### config.mk
export PLATFORM = sky130hd
export DESIGN_NAME = usct_timebase
export DESIGN_NICKNAME = d
export VERILOG_FILES = /design/src/rtl/usct_pkg.sv /design/src/rtl/usct_decode.sv /design/src/rtl/usct_rate_accum.sv /design/src/rtl/usct_counter.sv /design/src/rtl/usct_timebase.sv
export SDC_FILE = /design/constraint.sdc
export NUM_CORES = 1
export LEC_CHECK = 0
export ABC_CLOCK_PERIOD_IN_PS = 4800
export BUFFER_PORTS_ARGS = -buffer_cell sky130_fd_sc_hd__clkbuf_2
export CAP_MARGIN = 20
export CORE_MARGIN = 1
export CORE_UTILIZATION = 35
export CTS_CLUSTER_DIAMETER = 30
export DETAILED_ROUTE_END_ITERATION = 6
export GPL_TIMING_DRIVEN = 0
export PLACE_DENSITY = 0.5
export SETUP_SLACK_MARGIN = 0.5
export SLEW_MARGIN = 20
export SYNTH_ARGS = -nofsm -noshare
export SYNTH_HDL_FRONTEND = slang
export SYNTH_SLANG_ARGS = --single-unit
### constraint.sdc
create_clock -name clk -period 4.8 [get_ports clk]
set_input_delay 0.72 -clock clk [delete_from_list [all_inputs] [get_ports clk]]
set_output_delay 0.72 -clock clk [all_outputs]
set_load 0.02 [all_outputs]
### src/rtl/usct_pkg.sv
package usct_pkg;
   typedef enum logic [1:0] {
      SLOT_NONE  = 2'd0,
      SLOT_COUNT = 2'd1,
      SLOT_SCALE = 2'd2
   } slot_e;
endpackage

### src/rtl/usct_decode.sv
module usct_decode
   import usct_pkg::*;
#(
   parameter int ADDR_W    = 7,
   parameter int CNT_OFS   = 16,
   parameter int CFG_OFS   = 20,
   parameter int WIN_BYTES = 96
) (
   input  logic [ADDR_W-1:0] addr,
   output slot_e             slot
);
   if (WIN_BYTES > (1 << ADDR_W)) begin : g_bad_win
      $error("usct_decode: window does not fit the address width");
   end
   if ((CNT_OFS % 4 != 0) || (CFG_OFS % 4 != 0)) begin : g_bad_align
      $error("usct_decode: register offsets must be word aligned");
   end
   if ((CNT_OFS >= WIN_BYTES) || (CFG_OFS >= WIN_BYTES) || (CNT_OFS == CFG_OFS)) begin : g_bad_ofs
      $error("usct_decode: offsets must be distinct and inside the window");
   end

   always_comb begin
      if (addr == ADDR_W'(CNT_OFS))      slot = SLOT_COUNT;
      else if (addr == ADDR_W'(CFG_OFS)) slot = SLOT_SCALE;
      else                               slot = SLOT_NONE;
   end
endmodule

### src/rtl/usct_rate_accum.sv
module usct_rate_accum #(
   parameter int FIELD_W = 8
) (
   input  logic               clk,
   input  logic               rst_n,
   input  logic               clear,
   input  logic [FIELD_W-1:0] num_m1,
   input  logic [FIELD_W-1:0] den_m1,
   output logic               tick
);
   localparam int ACC_W = FIELD_W + 1;
   localparam int SUM_W = FIELD_W + 2;

   if (FIELD_W < 1) begin : g_bad_field
      $error("usct_rate_accum: FIELD_W must be at least 1");
   end

   logic [ACC_W-1:0] num, den, acc_q, acc_d;
   logic [SUM_W-1:0] sum;
   logic             saturate;

   assign num      = {1'b0, num_m1} + ACC_W'(1);
   assign den      = {1'b0, den_m1} + ACC_W'(1);
   assign sum      = SUM_W'(acc_q) + SUM_W'(num);
   assign saturate = (num >= den);

   always_comb begin
      tick  = 1'b0;
      acc_d = acc_q;
      if (clear) begin
         acc_d = '0;
      end else if (saturate) begin
         tick  = 1'b1;
         acc_d = '0;
      end else if (sum >= SUM_W'(den)) begin
         tick  = 1'b1;
         acc_d = ACC_W'(sum - SUM_W'(den));
      end else begin
         acc_d = ACC_W'(sum);
      end
   end

   always_ff @(posedge clk) begin
      if (!rst_n) acc_q <= '0;
      else        acc_q <= acc_d;
   end

   // the remainder never reaches the denominator it is measured against
   a_r3_acc_below_den: assert property (@(posedge clk) disable iff (!rst_n)
      acc_q < den);
   // a clear leaves the accumulator at zero on the following cycle
   a_r5_clear_empties: assert property (@(posedge clk) disable iff (!rst_n)
      clear |=> (acc_q == '0));
endmodule

### src/rtl/usct_counter.sv
module usct_counter #(
   parameter int CNT_W = 32
) (
   input  logic             clk,
   input  logic             rst_n,
   input  logic             tick,
   output logic [CNT_W-1:0] count
);
   if (CNT_W < 2) begin : g_bad_cnt
      $error("usct_counter: CNT_W must be at least 2");
   end

   always_ff @(posedge clk) begin
      if (!rst_n)    count <= '0;
      else if (tick) count <= count + CNT_W'(1);
   end

   // a tick moves the count by one
   a_r10_step: assert property (@(posedge clk) disable iff (!rst_n)
      tick |=> (count == $past(count) + CNT_W'(1)));
   // no tick, no movement
   a_r10_hold: assert property (@(posedge clk) disable iff (!rst_n)
      !tick |=> $stable(count));
   // all-ones plus a tick returns to zero
   a_r9_wrap: assert property (@(posedge clk) disable iff (!rst_n)
      (tick && (&count)) |=> (count == '0));
endmodule

### src/rtl/usct_timebase.sv
module usct_timebase
   import usct_pkg::*;
#(
   parameter int CNT_W     = 32,
   parameter int FIELD_W   = 8,
   parameter int DATA_W    = 32,
   parameter int ADDR_W    = 7,
   parameter int CNT_OFS   = 16,
   parameter int CFG_OFS   = 20,
   parameter int WIN_BYTES = 96
) (
   input  logic              clk,
   input  logic              rst_n,
   input  logic              bus_sel,
   input  logic              bus_wr,
   input  logic [ADDR_W-1:0] bus_addr,
   input  logic [DATA_W-1:0] bus_wdata,
   output logic [DATA_W-1:0] bus_rdata,
   output logic              usec_tick
);
   localparam int CFG_W = 2 * FIELD_W;

   if (CNT_W > DATA_W) begin : g_bad_cnt_w
      $error("usct_timebase: count wider than the data port");
   end
   if (CFG_W > DATA_W) begin : g_bad_cfg_w
      $error("usct_timebase: scale register wider than the data port");
   end

   slot_e             slot;
   logic              cfg_we, rd_en, tick;
   logic [CFG_W-1:0]  cfg_q;
   logic [CNT_W-1:0]  count;
   logic [DATA_W-1:0] cnt_ext, cfg_ext, rd_mux;

   usct_decode #(
      .ADDR_W(ADDR_W), .CNT_OFS(CNT_OFS), .CFG_OFS(CFG_OFS), .WIN_BYTES(WIN_BYTES)
   ) u_dec (
      .addr(bus_addr),
      .slot(slot)
   );

   assign cfg_we = bus_sel && bus_wr && (slot == SLOT_SCALE);
   assign rd_en  = bus_sel && !bus_wr;

   always_ff @(posedge clk) begin
      if (!rst_n)      cfg_q <= '0;
      else if (cfg_we) cfg_q <= bus_wdata[CFG_W-1:0];
   end

   if (DATA_W > CFG_W) begin : g_wdata_hi
      logic unused_wdata_hi;
      assign unused_wdata_hi = ^bus_wdata[DATA_W-1:CFG_W];
      assign cfg_ext = {{(DATA_W-CFG_W){1'b0}}, cfg_q};
   end else begin : g_wdata_full
      assign cfg_ext = cfg_q;
   end

   usct_rate_accum #(.FIELD_W(FIELD_W)) u_acc (
      .clk   (clk),
      .rst_n (rst_n),
      .clear (cfg_we),
      .num_m1(cfg_q[CFG_W-1:FIELD_W]),
      .den_m1(cfg_q[FIELD_W-1:0]),
      .tick  (tick)
   );

   usct_counter #(.CNT_W(CNT_W)) u_cnt (
      .clk  (clk),
      .rst_n(rst_n),
      .tick (tick),
      .count(count)
   );

   if (DATA_W > CNT_W) begin : g_cnt_pad
      assign cnt_ext = {{(DATA_W-CNT_W){1'b0}}, count};
   end else begin : g_cnt_full
      assign cnt_ext = count;
   end

   always_comb begin
      unique case (slot)
         SLOT_COUNT: rd_mux = cnt_ext;
         SLOT_SCALE: rd_mux = cfg_ext;
         default:    rd_mux = '0;
      endcase
   end

   always_ff @(posedge clk) begin
      if (!rst_n)     bus_rdata <= '0;
      else if (rd_en) bus_rdata <= rd_mux;
   end

   assign usec_tick = tick;

   // at or above unity the count climbs one per cycle
   a_r4_unity_rate: assert property (@(posedge clk) disable iff (!rst_n)
      ((cfg_q[CFG_W-1:FIELD_W] >= cfg_q[FIELD_W-1:0]) && !cfg_we)
      |=> (count == $past(count) + CNT_W'(1)));
   // the count is frozen across a scale write
   a_r5_write_freezes: assert property (@(posedge clk) disable iff (!rst_n)
      cfg_we |=> $stable(count));
   // the scale register changes only through its own offset
   a_r6_cfg_guarded: assert property (@(posedge clk) disable iff (!rst_n)
      !cfg_we |=> $stable(cfg_q));
   // read data holds between reads
   a_r8_rdata_hold: assert property (@(posedge clk) disable iff (!rst_n)
      !rd_en |=> $stable(bus_rdata));
   // a count read shows the count of the strobe cycle
   a_r8_count_snapshot: assert property (@(posedge clk) disable iff (!rst_n)
      (rd_en && (slot == SLOT_COUNT)) |=> (bus_rdata == $past(cnt_ext)));
endmodule

# --- Word level (Yosys, flattened, before mapping) ---
# Index checks and enable logic that the tools add are counted.
op_classes:
  n_addsub: 5
  n_lt_le_gt_ge: 2
  eq_ne: 4
  muxes: 7
  n_bitwise: 1
  n_reduce_logical: 5
op_table:
  columns: ["operator", "n"]
  rows:
  - ["case mux 32 bit (2 select lines)", 1]
  - ["adder 32 x 1 -> 32 bit (second input constant)", 1]
  - ["adder 8 x 1 -> 9 bit (second input constant)", 2]
  - ["equality test 7 x 5 -> 1 bit (second input constant)", 2]
  - ["adder 9 x 9 -> 10 bit", 1]
  - [">= comparator 10 x 9 -> 1 bit", 1]
  - [">= comparator 9 bit", 1]
  - ["2-to-1 mux 9 bit", 1]
  - ["subtractor 9 bit", 1]
  - ["2-to-1 mux 2 bit", 2]
  - ["logical AND 1 bit", 3]
  - ["2-to-1 mux 1 bit", 3]
  - ["OR reduction 3 bit", 1]
  - ["equality test 2 x 1 -> 1 bit (second input constant)", 1]
  - ["equality test 2 bit (second input constant)", 1]
  - ["logical NOT 1 bit", 1]
  - ["NOT 1 bit", 1]
totals:
  register_bits: 89
  out_inout_bits: 33
  wordCells: 28

# --- Logic depth before layout (Yosys ltp) ---
depth:
  ltp_word: 6
  mapped_depth: 19
  depth_no_buf: 16

# --- By module ---
# From an unflattened synthesis, not the netlist that was laid out.
unflattened:
  cells_unflattened: 578
  hier_area_um2: 5063.6
modules_own_cells:
  columns: ["mod", "n_inst", "cells_per_inst", "area_each_um2", "seq_area_each_um2"]
  rows:
  - ["usct_timebase", 1, 206, 1895.6, 960.9]
  - ["usct_rate_accum", 1, 193, 1574.0, 180.2]
  - ["usct_counter", 1, 176, 1562.7, 640.6]
  - ["usct_decode", 1, 3, 31.3, 0.0]

# --- Least setup slack after synthesis ---
# OpenSTA, ideal clock, no wires.
synth_path:
  kind: "reg2out"
  start: "register cfg_q[8]"
  end: "output port usec_tick"
  arrival_time_ns: 3.971
  required_ns: 4.080
  setup_slack_ns: 0.109
  stages_incl_launch_ff: 18
  cell_sequence: "dfxtp_1 -> ha_1 -> nand3_1 -> xnor2_1 -> ha_1 -> and2_1 -> a221o_1 -> o21ai_0 -> a21oi_1 -> or3_1 -> ha_1 -> nand2_1 -> o21ai_0 -> nand2_1 -> and4_1 -> buf_6 -> buf_8 -> a21oi_1"
synth_between:
  elab_chain_len: 6
  elab_cells_between_ends: 7
  cone_classes: "2 x add/sub; 2 x order compare; 3 x mux"
synth_lines:
  columns: ["item", "line_no", "rtl"]
  rows:
  - ["from (decl)", "usct_timebase.sv:32", "logic [CFG_W-1:0] cfg_q;"]
  - ["from (signal assigned)", "usct_timebase.sv:48", "else if (cfg_we) cfg_q <= bus_wdata[CFG_W-1:0];"]
  - ["adder 8 x 1 -> 9 bit *", "usct_rate_accum.sv:22", "assign num = {1'b0, num_m1} + ACC_W'(1);"]
  - ["adder 9 x 9 -> 10 bit", "usct_rate_accum.sv:24", "assign sum = SUM_W'(acc_q) + SUM_W'(num);"]
  - [">= comparator 10 x 9 -> 1 bit", "usct_rate_accum.sv:35", "end else if (sum >= SUM_W'(den)) begin"]
  - ["2-to-1 mux 1 bit", "usct_rate_accum.sv:35", null]
  - ["2-to-1 mux 1 bit *", "usct_rate_accum.sv:32", "end else if (saturate) begin"]
  - ["2-to-1 mux 1 bit *", "usct_rate_accum.sv:30", "if (clear) begin"]
  - ["to (decl)", "usct_timebase.sv:19", "output logic usec_tick"]
# Mark *: on every way between the ends. The rest lies on a longest branch, timed or not.

# --- Final worst setup path ---
layout_path:
  start: "register cfg_q[9]"
  end: "output port usec_tick"
# Same word-level chain as after synthesis.

==> flow_summary.ini <==
[outcome]
outcome = finished, violations left
violations = design-rule violations

[grt]
overflow = 0
grt_pass1_wl_um = 25600
grt_util_all_layers_pct = 20.8
grt_max_degree = 15
antenna_found_initial = 0
grt_pass1_vias = 4747

[power]
clkPwrFrac_pct = 44.0
comb_power_share_pct = 5.8
total_power_w = 0.00148
ir_drop_mv = 0.239
seq_power_share_pct = 50.2
switching_share_pct = 24.6
powerDensity_nw_per_um2 = 221
leakage_nw = 2.64
p_int_w = 0.00112
p_sw_w = 0.000364

[clock_network]
ctsHtreeMaxLevel = 3
clock-sinks = 89
clockBufferDepth = 2
insertion_delay_ns = 0.35
clk_pin_slew_ns = 0.07
cts_buffers = 9
cts_tree = built
cts_root_buf = clkbuf_16

[synthesis]
syn_inst = 637
synth_edf_count = 0
ys_ff_latch = 89
syn_area_um2 = 5350
yosysSeqAreaShare_pct = 33.3
synthTopCellsByArea = dfxtp_1 33%, mux2i_1 8.6%, ha_1 7.5%
syn_nets = 714
yosys.area.top_type = dfxtp_1
ys.flop_type = dfxtp_1
yosysTopAreaCellShare_pct = 33.3
post_synth.cell_area_avg_um2 = 8.40
yosysUniqueCellTypes = 55
synthArstFlopShare_pct = 0
ys_warn_count = 0

[placed_design]
io_buffers = 57
placed_area_um2 = 5880
dp.cells = 878
dp_hpwl_um = 11800
gp_congestion = 0.852

[route]
viasPerCell = 5.41
wl_um = 16200
ant_nets = 0
drt_iter0_markers = 363
dr.pass1.iters = 7
drcViolationCount = 7
vias = 5009
wl_per_cell_um = 17.5

[run]
maxCapViolCount = 0

[worst_setup_path]
cp_slowest_cell = or3_4
crit_path_start = cfg_q[9]
cp-start-kind = flip-flop
cp_max_fo = 4
rr_startpoint = cfg_q[9]
endpoint_kind = primary output
rrSetupSlack_ns = 0.12
critPathKind = reg2out
crit_path_end = usec_tick
crit_required_ns = 4.08
cpPeakStageDelay_ns = 0.40
r2r_end = u_acc.acc_q[3]
cp_common_cell = ha_4
path_cells = ha_4, nand3_4, xnor2_4, ha_4, and2_4, a221o_1, o21ai_2, a21oi_2, or3_4, ha_4, and4_4, o211ai_1, and4_1, buf_6, buf_12, a21oi_4, buf_8
critical_path_arrival_ns = 4.00
reg2reg_depth = 26

[finish]
final_util_pct = 45.6
drive_above_1_share_pct = 23.2
fin_area_um2 = 6710
fin_nets = 814
stdcell_count = 926
diodes = 0
final_cell_mix = 85 x nand2_1, 85 x dfxtp_1, 56 x clkbuf_2
area_growth_pct = 25.4

[timing]
rsz0062_at_grt = yes
fin_crit_ns = 4.72
tightestPinTransition_ns = 0.770
max_freq_mhz = 212
slew_headroom_pct = 48.5
finalSetupViolations = 0
drv_slew = 0
clock_skew_ns = 0.00968
hold_viol_final = 0
period_share_pct = 98.3
hold_ws_ns = 0.484

[die]
pin_count = 76
die_w_um = 126
die-area_um2 = 15800
std_cell_rows = 44
placeableCoreArea_um2 = 14700
dieHeight_um = 126
start_util_pct = 36.4

[min_path]
hold_class = reg2reg
hold_depth = 2
## worst max-delay path, delay by kind of cell, from the launching register on
kind	cells	cell delay, ns
flops	1	0.38
simple gates	5	1.04
compound gates	5	0.95
fa+ha+maj	3	0.68
xor+xnor	1	0.20
buf+inv	3	0.38
## area by class of cell
class,count,area [um2]
fillers,1479,7990
multi-input cells,498,3560
flip-flops and latches,89,1790
repair buffers,89,611
well taps,184,230
clock buffers,10,229
plain buffers,39,206
inverters,11,41.3
clock inverters,6,35.0
## state kept, by name, indices dropped and copies added, names as in the netlist
| register | count |
|---|---|
| u_acc.acc_q | 9 |
| cfg_q | 16 |
| u_cnt.count | 32 |
| bus_rdata | 32 |
## cell families after synthesis
kind of cell / Yosys count / share of synthesized area [%]
AND/OR/NAND/NOR: 262 / 24.3
AO/OA/AOI/OAI: 133 / 17.3
flip-flops: 89 / 33.3
buffers and inverters: 50 / 4.54
multiplexers: 46 / 8.61
adder cells (fa/ha/maj): 34 / 8.24
XOR/XNOR: 23 / 3.77
## metal layers
metal	GRT usage, %	vias to the layer above	part of all wire, %
met5	0	-	0
met4	4.52	0	1.1
met3	5.14	17	4.8
met2	34.1	121	47
met1	27.6	2373	47
li1	-	2498	-
## power by group through the flow
| stage | clock network (W) | logic [W] | registers (W) |
|---|---|---|---|
| after floorplan | 0 | 0.0000503 | 0.000759 |
| after global placement | 0 | 0.0000787 | 0.000760 |
| after detailed placement | 0 | 0.0000803 | 0.000760 |
| after CTS | 0.000670 | 0.0000850 | 0.000742 |
| after global routing | 0.000700 | 0.0000944 | 0.000742 |
| final | 0.000652 | 0.0000860 | 0.000742 |
## timing repair
action / CTS / global route
gates cloned: 1 / 0
resized for setup: 33 / 27
setup buffers: 25 / 6
pin swaps: 14 / 20
hold buffers: 0 / 0
setup endpoints to repair: 40 / 25
endpoints found under the hold margin: 0 / 0
## cell usage after synthesis (11+ instances only)
library cell and n:
nand2b_1 34, nor2_1 43, a22oi_1 16, nand3_1 24, dfxtp_1 89, xnor2_1 11, xor2_1 12, clkbuf_1 21
ha_1 32, nor3_1 21, a21oi_1 57, nand4_1 21, mux2i_1 46, nand2_1 87
## worst min-delay path by stage
stage               startpoint              end  slack, ns
2_1_floorplan  u_cnt.count[31]  u_cnt.count[31]       0.44
3_3_place_gp   u_cnt.count[22]  u_cnt.count[22]       0.47
3_5_place_dp   u_cnt.count[25]  u_cnt.count[25]       0.48
4_1_cts        u_cnt.count[25]  u_cnt.count[25]       0.48
5_1_grt        u_cnt.count[22]  u_cnt.count[22]       0.50
6_report       u_cnt.count[27]  u_cnt.count[27]       0.48
## stage by stage
stage          setup WS [ns]  TNS (ns)
2_1_floorplan          0.542         0
3_3_place_gp          -0.110    -0.110
3_5_place_dp          -0.190    -0.190
4_1_cts               0.0391         0
5_1_grt              -0.0688    -0.112
6_report              0.0823         0
No activity file was read; power rests on OpenSTA's default activity.
